File: src/rtl/dmach_pkg.sv
// Shared size codes and helpers for the DMA channel.
// Assumes a 32-bit data bus on both the source and destination sides.
package dmach_pkg;

    localparam int BUS_W = 32;

    typedef enum logic [1:0] {
        SZ_BYTE = 2'd0,
        SZ_HALF = 2'd1,
        SZ_WORD = 2'd2
    } size_e;

    // True when the element size and the two word bits form a legal setting.
    function automatic logic combo_legal(logic [1:0] elem, logic src_word, logic dst_word);
        case (elem)
            SZ_BYTE, SZ_HALF: return 1'b1;
            SZ_WORD:          return src_word && dst_word;
            default:          return 1'b0;
        endcase
    endfunction

    // Bit mask that keeps the element bits of a bus word.
    function automatic logic [BUS_W-1:0] elem_mask(logic [1:0] elem);
        case (elem)
            SZ_BYTE: return 32'h0000_00FF;
            SZ_HALF: return 32'h0000_FFFF;
            default: return 32'hFFFF_FFFF;
        endcase
    endfunction

    // Number of bytes covered by one transfer of the given size code.
    function automatic logic [2:0] size_bytes(logic [1:0] sz);
        case (sz)
            SZ_BYTE: return 3'd1;
            SZ_HALF: return 3'd2;
            default: return 3'd4;
        endcase
    endfunction

endpackage

File: src/rtl/dmach_fifo.sv
// Element FIFO between the source and destination sides of the channel.
// Assumes the caller never pushes when full or pops when empty; flush empties it.
module dmach_fifo #(
    parameter int DEPTH = 4,
    parameter int WIDTH = 32
) (
    input  logic             clk,
    input  logic             rst_n,
    input  logic             flush,
    input  logic             push,
    input  logic [WIDTH-1:0] din,
    input  logic             pop,
    output logic [WIDTH-1:0] dout,
    output logic             full,
    output logic             empty
);
    localparam int AW = (DEPTH > 1) ? $clog2(DEPTH) : 1;
    localparam int CW = $clog2(DEPTH + 1);

    logic [WIDTH-1:0] store [DEPTH];
    logic [AW-1:0]    wptr;
    logic [AW-1:0]    rptr;
    logic [CW-1:0]    fill;

    // Next slot index with wrap at DEPTH.
    function automatic logic [AW-1:0] bump(logic [AW-1:0] p);
        return (p == AW'(DEPTH - 1)) ? '0 : p + 1'b1;
    endfunction

    // Pointer and occupancy update.
    always_ff @(posedge clk) begin
        if (!rst_n || flush) begin
            wptr <= '0;
            rptr <= '0;
            fill <= '0;
        end else begin
            if (push) wptr <= bump(wptr);
            if (pop)  rptr <= bump(rptr);
            if (push && !pop)      fill <= fill + 1'b1;
            else if (pop && !push) fill <= fill - 1'b1;
        end
    end

    // Data storage write, no reset needed.
    always_ff @(posedge clk) begin
        if (push) store[wptr] <= din;
    end

    assign dout  = store[rptr];
    assign full  = (fill == CW'(DEPTH));
    assign empty = (fill == '0);

    a_r11_no_push_when_full: assert property (@(posedge clk) disable iff (!rst_n)
        full |-> !push);
    a_r11_no_pop_when_empty: assert property (@(posedge clk) disable iff (!rst_n)
        empty |-> !pop);

endmodule

File: src/rtl/dmach_sizer.sv
// Size conversion between element and bus transfer widths, and address steps.
// Assumes rd_data is right-aligned; truncation on read, zero extension on write.
module dmach_sizer
    import dmach_pkg::*;
(
    input  logic [1:0]       elem,
    input  logic             src_word,
    input  logic             dst_word,
    input  logic [BUS_W-1:0] rd_data,
    input  logic [BUS_W-1:0] head,
    output logic [1:0]       rd_size,
    output logic [1:0]       wr_size,
    output logic [2:0]       src_step,
    output logic [2:0]       dst_step,
    output logic             legal,
    output logic [BUS_W-1:0] rd_elem,
    output logic [BUS_W-1:0] wr_data
);
    logic [BUS_W-1:0] mask;

    // Derive bus sizes, steps and data conversions from the descriptor.
    always_comb begin
        mask     = elem_mask(elem);
        rd_size  = src_word ? SZ_WORD : elem;
        wr_size  = dst_word ? SZ_WORD : elem;
        src_step = size_bytes(rd_size);
        dst_step = size_bytes(wr_size);
        legal    = combo_legal(elem, src_word, dst_word);
        rd_elem  = rd_data & mask;
        wr_data  = head & mask;
    end

    // A legal 32-bit element must travel as words on both sides.
    always_comb begin
        if (legal && elem == SZ_WORD) begin
            a_r4_word_elem_word_bus: assert (rd_size == SZ_WORD && wr_size == SZ_WORD);
        end
    end

endmodule

File: src/rtl/dmach_side.sv
// Address and beat counter for one bus side of the channel.
// Assumes load and fire never coincide; step is a byte count of 1, 2 or 4.
module dmach_side #(
    parameter int ADDR_W = 32,
    parameter int CNT_W  = 8
) (
    input  logic              clk,
    input  logic              rst_n,
    input  logic              load,
    input  logic [ADDR_W-1:0] base,
    input  logic [2:0]        step,
    input  logic              fire,
    output logic [ADDR_W-1:0] addr,
    output logic [CNT_W-1:0]  beats
);
    // Restart at the base on load, advance one transfer per handshake.
    always_ff @(posedge clk) begin
        if (!rst_n) begin
            addr  <= '0;
            beats <= '0;
        end else if (load) begin
            addr  <= base;
            beats <= '0;
        end else if (fire) begin
            addr  <= addr + ADDR_W'(step);
            beats <= beats + 1'b1;
        end
    end

endmodule

File: src/rtl/dma_prefetch_channel.sv
// Single DMA channel: source reads into a FIFO, triggered destination writes.
// Assumes descriptors are loaded only when no transfer is in flight, and
// en_set is not pulsed in the cycle that completes a descriptor with stop set.
module dma_prefetch_channel
    import dmach_pkg::*;
#(
    parameter int DEPTH  = 4,
    parameter int ADDR_W = 32,
    parameter int CNT_W  = 8,
    parameter int PTR_W  = 8
) (
    input  logic              clk,
    input  logic              rst_n,
    input  logic              en_set,
    output logic              ch_enabled,
    input  logic              desc_load,
    input  logic [PTR_W-1:0]  desc_ptr,
    input  logic [CNT_W-1:0]  desc_count,
    input  logic [ADDR_W-1:0] desc_src,
    input  logic [ADDR_W-1:0] desc_dst,
    input  logic [1:0]        desc_elem,
    input  logic              desc_src_word,
    input  logic              desc_dst_word,
    input  logic              desc_prefetch,
    input  logic              desc_stop,
    input  logic              trig,
    output logic              rd_req,
    output logic [ADDR_W-1:0] rd_addr,
    output logic [1:0]        rd_size,
    input  logic              rd_ready,
    input  logic [31:0]       rd_data,
    output logic              wr_req,
    output logic [ADDR_W-1:0] wr_addr,
    output logic [1:0]        wr_size,
    output logic [31:0]       wr_data,
    input  logic              wr_ready,
    output logic              done,
    output logic              cfg_err
);
    logic              en_q;
    logic [PTR_W-1:0]  ptr_q;
    logic [CNT_W-1:0]  cnt_q;
    logic [1:0]        elem_q;
    logic              sw_q;
    logic              dw_q;
    logic              pf_q;
    logic              stop_q;
    logic              trig_q;
    logic              done_q;

    logic [2:0]        src_step;
    logic [2:0]        dst_step;
    logic              legal;
    logic [BUS_W-1:0]  rd_elem;
    logic [BUS_W-1:0]  head;
    logic              fifo_full;
    logic              fifo_empty;
    logic [CNT_W-1:0]  rd_beats;
    logic [CNT_W-1:0]  wr_beats;
    logic              have_desc;
    logic              runnable;
    logic              rd_fire;
    logic              wr_fire;
    logic              last_wr;

    // Latch the descriptor fields; release the pointer on completion.
    always_ff @(posedge clk) begin
        if (!rst_n) begin
            ptr_q  <= '0;
            cnt_q  <= '0;
            elem_q <= SZ_BYTE;
            sw_q   <= 1'b0;
            dw_q   <= 1'b0;
            pf_q   <= 1'b0;
            stop_q <= 1'b0;
        end else if (desc_load) begin
            ptr_q  <= desc_ptr;
            cnt_q  <= desc_count;
            elem_q <= desc_elem;
            sw_q   <= desc_src_word;
            dw_q   <= desc_dst_word;
            pf_q   <= desc_prefetch;
            stop_q <= desc_stop;
        end else if (last_wr) begin
            ptr_q  <= '0;
        end
    end

    // Channel enable: set by request, cleared by completion with stop set.
    always_ff @(posedge clk) begin
        if (!rst_n)                 en_q <= 1'b0;
        else if (last_wr && stop_q) en_q <= 1'b0;
        else if (en_set)            en_q <= 1'b1;
    end

    // Trigger capture: only while enabled, dropped on load and completion.
    always_ff @(posedge clk) begin
        if (!rst_n)                  trig_q <= 1'b0;
        else if (desc_load || last_wr) trig_q <= 1'b0;
        else if (en_q && trig)       trig_q <= 1'b1;
    end

    // Registered completion pulse.
    always_ff @(posedge clk) begin
        if (!rst_n) done_q <= 1'b0;
        else        done_q <= last_wr;
    end

    // Request gating for both sides.
    always_comb begin
        have_desc = (ptr_q != '0);
        cfg_err   = have_desc && (!legal || cnt_q == '0);
        runnable  = en_q && have_desc && !cfg_err;
        rd_req    = runnable && (rd_beats < cnt_q) && !fifo_full && (pf_q || trig_q);
        wr_req    = runnable && trig_q && !fifo_empty;
        rd_fire   = rd_req && rd_ready;
        wr_fire   = wr_req && wr_ready;
        last_wr   = wr_fire && (wr_beats == cnt_q - 1'b1);
    end

    assign ch_enabled = en_q;
    assign done       = done_q;

    dmach_sizer u_sizer (
        .elem     (elem_q),
        .src_word (sw_q),
        .dst_word (dw_q),
        .rd_data  (rd_data),
        .head     (head),
        .rd_size  (rd_size),
        .wr_size  (wr_size),
        .src_step (src_step),
        .dst_step (dst_step),
        .legal    (legal),
        .rd_elem  (rd_elem),
        .wr_data  (wr_data)
    );

    dmach_fifo #(.DEPTH(DEPTH), .WIDTH(BUS_W)) u_fifo (
        .clk   (clk),
        .rst_n (rst_n),
        .flush (desc_load),
        .push  (rd_fire),
        .din   (rd_elem),
        .pop   (wr_fire),
        .dout  (head),
        .full  (fifo_full),
        .empty (fifo_empty)
    );

    dmach_side #(.ADDR_W(ADDR_W), .CNT_W(CNT_W)) u_src (
        .clk   (clk),
        .rst_n (rst_n),
        .load  (desc_load),
        .base  (desc_src),
        .step  (src_step),
        .fire  (rd_fire),
        .addr  (rd_addr),
        .beats (rd_beats)
    );

    dmach_side #(.ADDR_W(ADDR_W), .CNT_W(CNT_W)) u_dst (
        .clk   (clk),
        .rst_n (rst_n),
        .load  (desc_load),
        .base  (desc_dst),
        .step  (dst_step),
        .fire  (wr_fire),
        .addr  (wr_addr),
        .beats (wr_beats)
    );

    a_r1_no_early_read: assert property (@(posedge clk) disable iff (!rst_n)
        (!pf_q && !trig_q) |-> !rd_req);
    a_r3_write_needs_trigger: assert property (@(posedge clk) disable iff (!rst_n)
        wr_req |-> trig_q);
    a_r7_error_is_quiet: assert property (@(posedge clk) disable iff (!rst_n)
        cfg_err |-> (!rd_req && !wr_req));
    a_r8_done_one_cycle: assert property (@(posedge clk) disable iff (!rst_n)
        done |=> !done);
    a_r8_done_follows_write: assert property (@(posedge clk) disable iff (!rst_n)
        $rose(done) |-> $past(wr_req && wr_ready));
    a_r9_stop_disables: assert property (@(posedge clk) disable iff (!rst_n)
        (last_wr && stop_q) |=> !ch_enabled);
    a_r10_trigger_dropped: assert property (@(posedge clk) disable iff (!rst_n)
        (!ch_enabled && !trig_q) |=> !trig_q);

endmodule

File: config.mk
export PLATFORM = sky130hd
export DESIGN_NAME = dma_prefetch_channel
export DESIGN_NICKNAME = d
export VERILOG_FILES = /design/src/rtl/dmach_pkg.sv /design/src/rtl/dmach_fifo.sv /design/src/rtl/dmach_sizer.sv /design/src/rtl/dmach_side.sv /design/src/rtl/dma_prefetch_channel.sv
export SDC_FILE = /design/constraint.sdc
export NUM_CORES = 1
export LEC_CHECK = 0
export ABC_CLOCK_PERIOD_IN_PS = 8450
export BUFFER_PORTS_ARGS = -buffer_cell sky130_fd_sc_hd__buf_4
export CORE_UTILIZATION = 40
export CTS_BUF_LIST = sky130_fd_sc_hd__clkbuf_8
export DETAILED_ROUTE_END_ITERATION = 12
export PLACE_DENSITY_LB_ADDON = 0.15
export RECOVER_POWER = 25
export SYNTH_ARGS = -nofsm -noshare
export SYNTH_HDL_FRONTEND = slang
export SYNTH_SLANG_ARGS = --single-unit
export TNS_END_PERCENT = 10
File: constraint.sdc
create_clock -name clk -period 8.45 [get_ports clk]
set_input_delay 0.845 -clock clk [delete_from_list [all_inputs] [get_ports clk]]
set_output_delay 0.845 -clock clk [all_outputs]
set_load 0.05 [all_outputs]
---- Word level (Yosys, flattened, before mapping) ----
Memory sizes are Yosys's and may differ from the RTL's. A register that Yosys moved wholly into a read port is not among the register bits.
Index checks and enable logic that the tools add are counted.
storage, ports and cells
  register bits ........................... 112
  memory bits (writable) .................. 128
  input port bits ......................... 125
  output and inout port bits .............. 105
  logic and storage cells ................. 100
  memories ................................ 1
memory list
  memory        words  bits a word  read ports  clocked after Yosys merged registers in  wr ports  line              RTL
  u_fifo.store  4      32           1           1                                        1         dmach_fifo.sv:20  logic [WIDTH-1:0] store [DEPTH];
cells by class
  $add $sub $neg .......................... 9
  $lt $le $gt $ge ......................... 1
  eq/ne operators ......................... 8
  multiplexer cells ....................... 20
  bitwise operators ....................... 3
  reductions and logical operators ........ 41
operators with widths
  kind                                                                    count
  32-bit 2-to-1 mux                                                       4
  32-bit by 3-bit adder with 32-bit output                                2
  32-bit bitwise AND                                                      2
  32-bit one-hot mux with 2 select lines                                  1
  8-bit by 1-bit adder with 8-bit output (second input constant)          2
  1-bit logical AND                                                       16
  8-bit 2-to-1 mux                                                        2
  2-bit 2-to-1 mux                                                        6
  3-bit one-hot mux with 2 select lines                                   2
  8-bit equality test                                                     1
  8-bit logical NOT                                                       1
  8-bit < comparator                                                      1
  2-bit nonzero test                                                      4
  8-bit nonzero test                                                      1
  2-bit OR reduction                                                      4
  8-bit by 1-bit subtractor with 8-bit output (second input constant)     1
  1-bit logical NOT                                                       7
  2-bit by 1-bit equality test with 1-bit output (second input constant)  3
  2-bit equality test (second input constant)                             3
  2-bit logical NOT                                                       3
  3-bit 2-to-1 mux                                                        2
  2-bit by 1-bit adder with 2-bit output (second input constant)          2
  1-bit logical OR                                                        4
  3-bit by 1-bit adder with 3-bit output (second input constant)          1
  6 further kinds                                                         7

---- Logic depth before layout (Yosys ltp) ----
  word-level depth ........................ 16
  gate-level depth with buffers ........... 15
  gate-level depth less buffers ........... 13

---- Modules after synthesis ----
A second synthesis with hierarchy kept.
unflattened totals
  cell total of the unflattened synthesis .. 964
  area, all modules ....................... 11,387.2 sq um
modules (own cells, without submodules)
  module                instances  cells an instance  area each (sq um)  seq. area each (sq um)
  dmach_fifo            1          212                5,104.9            4,023.9
  dmach_side            2          252                2,129.5            800.8
  dma_prefetch_channel  1          166                1,498.9            500.5
  dmach_sizer           1          82                 524.3              0.0

---- Worst setup path after synthesis ----
Ideal clock, no wire load.
  path kind ............................... reg-to-output
  from .................................... register cnt_q[5]
  to ...................................... output port rd_req
  data arrival time ....................... 2,581 ps
  data required time ...................... 7,605 ps
  slack ................................... 5,024 ps
  cell stages (with the launch flop) ...... 8
  path buffers ............................ 1
  path through ............................ dfxtp_1 inv_1 ha_1 a21o_1 a21oi_1 o221ai_1 clkbuf_1 nor3_1
between the ends
  longest elaborated chain between the ends .. 8
  elaborated cells between the ends (all ways) .. 9
  classes of those cells .................. 1 x order compare; 8 x reduce/logical
ends and longest elaborated chain
  what                                                        line                         RTL
  start: declaration                                          dma_prefetch_channel.sv:42   logic [CNT_W-1:0] cnt_q;
  start signal: assignment                                    dma_prefetch_channel.sv:78   cnt_q <= desc_count;
  branches (longest 5 deep; another with 8-bit < comparator)  -
  1-bit logical AND * (3 in series)                           dma_prefetch_channel.sv:114  rd_req = runnable && (rd_beats < cnt_q) && !fifo_full && (pf_q || trig_q);
  end: declaration                                            dma_prefetch_channel.sv:27   output logic rd_req,
Every way passes the cells marked *.

---- Final worst setup path ----
  from .................................... input port rst_n
  to ...................................... register u_src.beats[5]
between the ends
  longest elaborated chain between the ends .. 2
ends and longest elaborated chain
  what                                 line                        RTL
  start: declaration                   dma_prefetch_channel.sv:13  input logic rst_n,
  1-bit NOT (no source line)           -
  2-bit OR reduction (no source line)  -
  end signal: assignment               dmach_side.sv:26            beats <= beats + 1'b1;
  end: declaration                     dmach_side.sv:14            output logic [CNT_W-1:0] beats
Every way passes these cells.
A chain may end at the register's enable or synchronous reset.

==> flow_summary.ini <==
[timing]
tns_ns = 0
setup_viol = 0
finClkSkew_ns = 0.0217
hold_ws_ns = 0.492
worst_pin_slew_ns = 2.44
timing.final.crit_share_pct = 55.9
rsz0062_at_grt = no
finalCriticalPeriod_ns = 4.72
slew_violations = 61
hold_violations = 0
slew_headroom_pct = -62.8
fmax_mhz = 212

[synth]
synthTopCellsByArea = edfxtp_1, dfxtp_1, mux4_2
seq_area_frac_synth_pct = 55.1
yosysWarnings = 0
synth_largest_area_cell = edfxtp_1
dominantRegCellSynth = edfxtp_1
ys_ff_latch = 242
syn_avg_cell_area_sq_um = 11.3
async_flop_share_pct = 0
syn_nets = 1131
synth_top_area_share_pct = 34.6
synth_area_sq_um = 11100
yosysUniqueCellTypes = 55
synth-edff-count = 128
postSynthCellCount = 981

[worst_setup_path]
worstPathArrival_ns = 5.21
worstPathMaxFanout = 60
r2r_cells = 13
reg2reg_from = cnt_q[0]$_SDFFE_PN0P_
cp_data_required_time_ns = 8.94
worst_path_max_delay_cell = clkbuf_1
crit_buf_inv = 2
crit_path_max_incr_delay_ns = 1.69
reg2reg_slack_ns = 4.15
start_kind = input pin
critPathCaptureType = flop
cp_cell_sequence = clkbuf_1, inv_1, nor2_1, nand2_1, a31oi_1, a41o_1
critPathTopFamily = buffers and inverters
critPathKind = input pin to flop
reg2reg_to = u_fifo.fill[2]$_SDFFE_PP0P_

[global_route]
grt_usage_pct = 20.2
grt_pass1_vias = 8310
grt_max_degree = 68
grt_overflow_total = 0
antenna_found_initial = 1
grt_pass1_wl_um = 45000

[clock_tree]
clkTransAtPathRegs_ns = 0.07
clkLatencyLatePin_ns = 0.54
cts_num_sinks = 242
hold_buffers = 0
cts_setup_buffers = 0
cts_buffers = 43
htreeDepth = 2
cts_resized = 0
clockBufferDepth = 3
cts_root_buf = clkbuf_8
cts_tree = done

[drt]
vias_per_cell = 5.16
drc = 0
drt_pass1_iterations = 5
via_count = 8318
wl_per_cell_um = 17.7
routed_wl_um = 28600
wl_met2_um = 13300
drtAntennaViolNets = 0
first_iter_violations = 489
highest_layer = met4
m1WireLength_um = 12600
wl_met3_um = 2040

[placed_design]
numPortBuffers = 229
place.gp.congestion = 0.819
dp_hpwl_um = 19500

[finish]
nets = 1356
multi_input_comb_area_sq_um = 4640
final_common_cell = buf_4
final_cell_mix = buf_4, edfxtp_1, dfxtp_1
area_delta_synth_final_pct = 25.1
fillers = 2475
drive_above_1_share_pct = 25.9
regArea_sq_um = 6130

[outcome]
failed_checks = max-capacitance violations, max-slew violations
outcome = complete, but fails checks

[min_path]
hold_end = u_fifo.rptr[1]$_SDFFE_PP0P_
worstHoldPathCells = 2
hp-class = flop to flop
worstHoldStart = u_fifo.rptr[1]$_SDFFE_PP0P_

[floorplan]
die_y_um = 169
core_sq_um = 27100
io_pins = 230
design.die.area_sq_um = 28500
initial_utilization_pct = 41.0
die_w_um = 169
rows = 60

[power]
ir_drop_v = 0.000124
power.leakage_nw = 5.11
power_density_nw_per_um2 = 191

[flow_run]
drv_cap = 1
## flip-flops by register name (all words and copies together) (netlist names), named ones only
signal and flops:
elem_q 2, done 1, ptr_q 8, u_dst.beats 8, ch_enabled 1, stop_q 1
u_src.beats 8, sw_q 1, u_fifo.store 128, dw_q 1, u_fifo.fill 3, u_dst.addr 32
u_fifo.rptr 2, trig_q 1, pf_q 1, u_src.addr 32, u_fifo.wptr 2, cnt_q 8
## power by group
part	switching, mW	leakage (nW)	internal [mW]
registers	0.0352	2.06	1.27
clock network	0.476	0.488	0.537
logic	0.216	2.56	0.123
total	0.728	5.11	1.93
## tightest hold or removal path: stages (launching register included)
cell and delay (ns):
dfxtp_1 0.32, nand2_1 0.05, a21oi_1 0.07
## how the worst max path moves through the flow
| stage | endpoint | slack, ns | from | depth (start not counted) |
|---|---|---|---|---|
| detailed placement | u_fifo.fill[2]$_SDFFE_PP0P_ | 4.21 | cnt_q[0]$_SDFFE_PN0P_ | 13 |
| floorplan | rd_req | 5.02 | cnt_q[5]$_SDFFE_PN0P_ | 7 |
| global placement | u_fifo.fill[2]$_SDFFE_PP0P_ | 4.35 | cnt_q[0]$_SDFFE_PN0P_ | 13 |
| finish | u_src.beats[5]$_SDFFE_PP0P_ | 3.73 | rst_n | 6 |
| global route | u_src.beats[6]$_SDFFE_PP0P_ | 3.29 | rst_n | 6 |
| CTS | u_fifo.fill[2]$_SDFFE_PP0P_ | 4.19 | cnt_q[0]$_SDFFE_PN0P_ | 13 |
## final cells by class
type / instances / share of cell area [%]
multi-input cells: 644 / 33.4
repair buffers: 238 / 12.4
clock buffers: 46 / 4.55
clock inverters: 33 / 1.25
inverters: 37 / 0.999
well taps: 372 / 3.35
diodes: 1 / 0.0180
flip-flops and latches: 242 / 44.1
## per-layer routing
metal	global-route usage, %	up-vias
li1	-	4074
met1	26.4	3924
met2	33.0	273
met3	5.10	47
met4	6.05	0
met5	0	-
## stage by stage
step / power [mW] / util [%] / cell area [sq um] / setup slack [ns] / cells
floorplan: 1.53 / - / 11100 / 5.02 / 981
global placement: 1.67 / 48.6 / 13200 / 4.35 / 1533
detailed placement: 1.67 / 48.6 / 13200 / 4.21 / 1533
CTS: 2.69 / 51.5 / 14000 / 4.19 / 1612
global route: 2.77 / 51.3 / 13900 / 3.29 / 1613
finish: 2.65 / 51.3 / 13900 / 3.73 / 1613
## synth_stat cells, types with 17 or more instances
cell / instances
xnor2_1: 58
nand4_1: 26
dfxtp_1: 114
clkbuf_1: 48
nand2_1: 60
edfxtp_1: 128
inv_1: 36
o21ai_0: 64
a21oi_1: 57
ha_1: 22
nand3_1: 21
mux2i_1: 17
nor3_1: 21
nor2b_1: 20
mux4_2: 32
and2_1: 39
nor4_1: 24
nor2_1: 63
## cell families after synthesis
family	share of synthesized area [%]
simple gates	15.7
flops	55.1
mux	8.01
xor+xnor	5.44
compound gates	9.50
fa+ha+maj	3.02
buf+inv	3.26
Note: power is estimated with default switching activity, not from simulation.
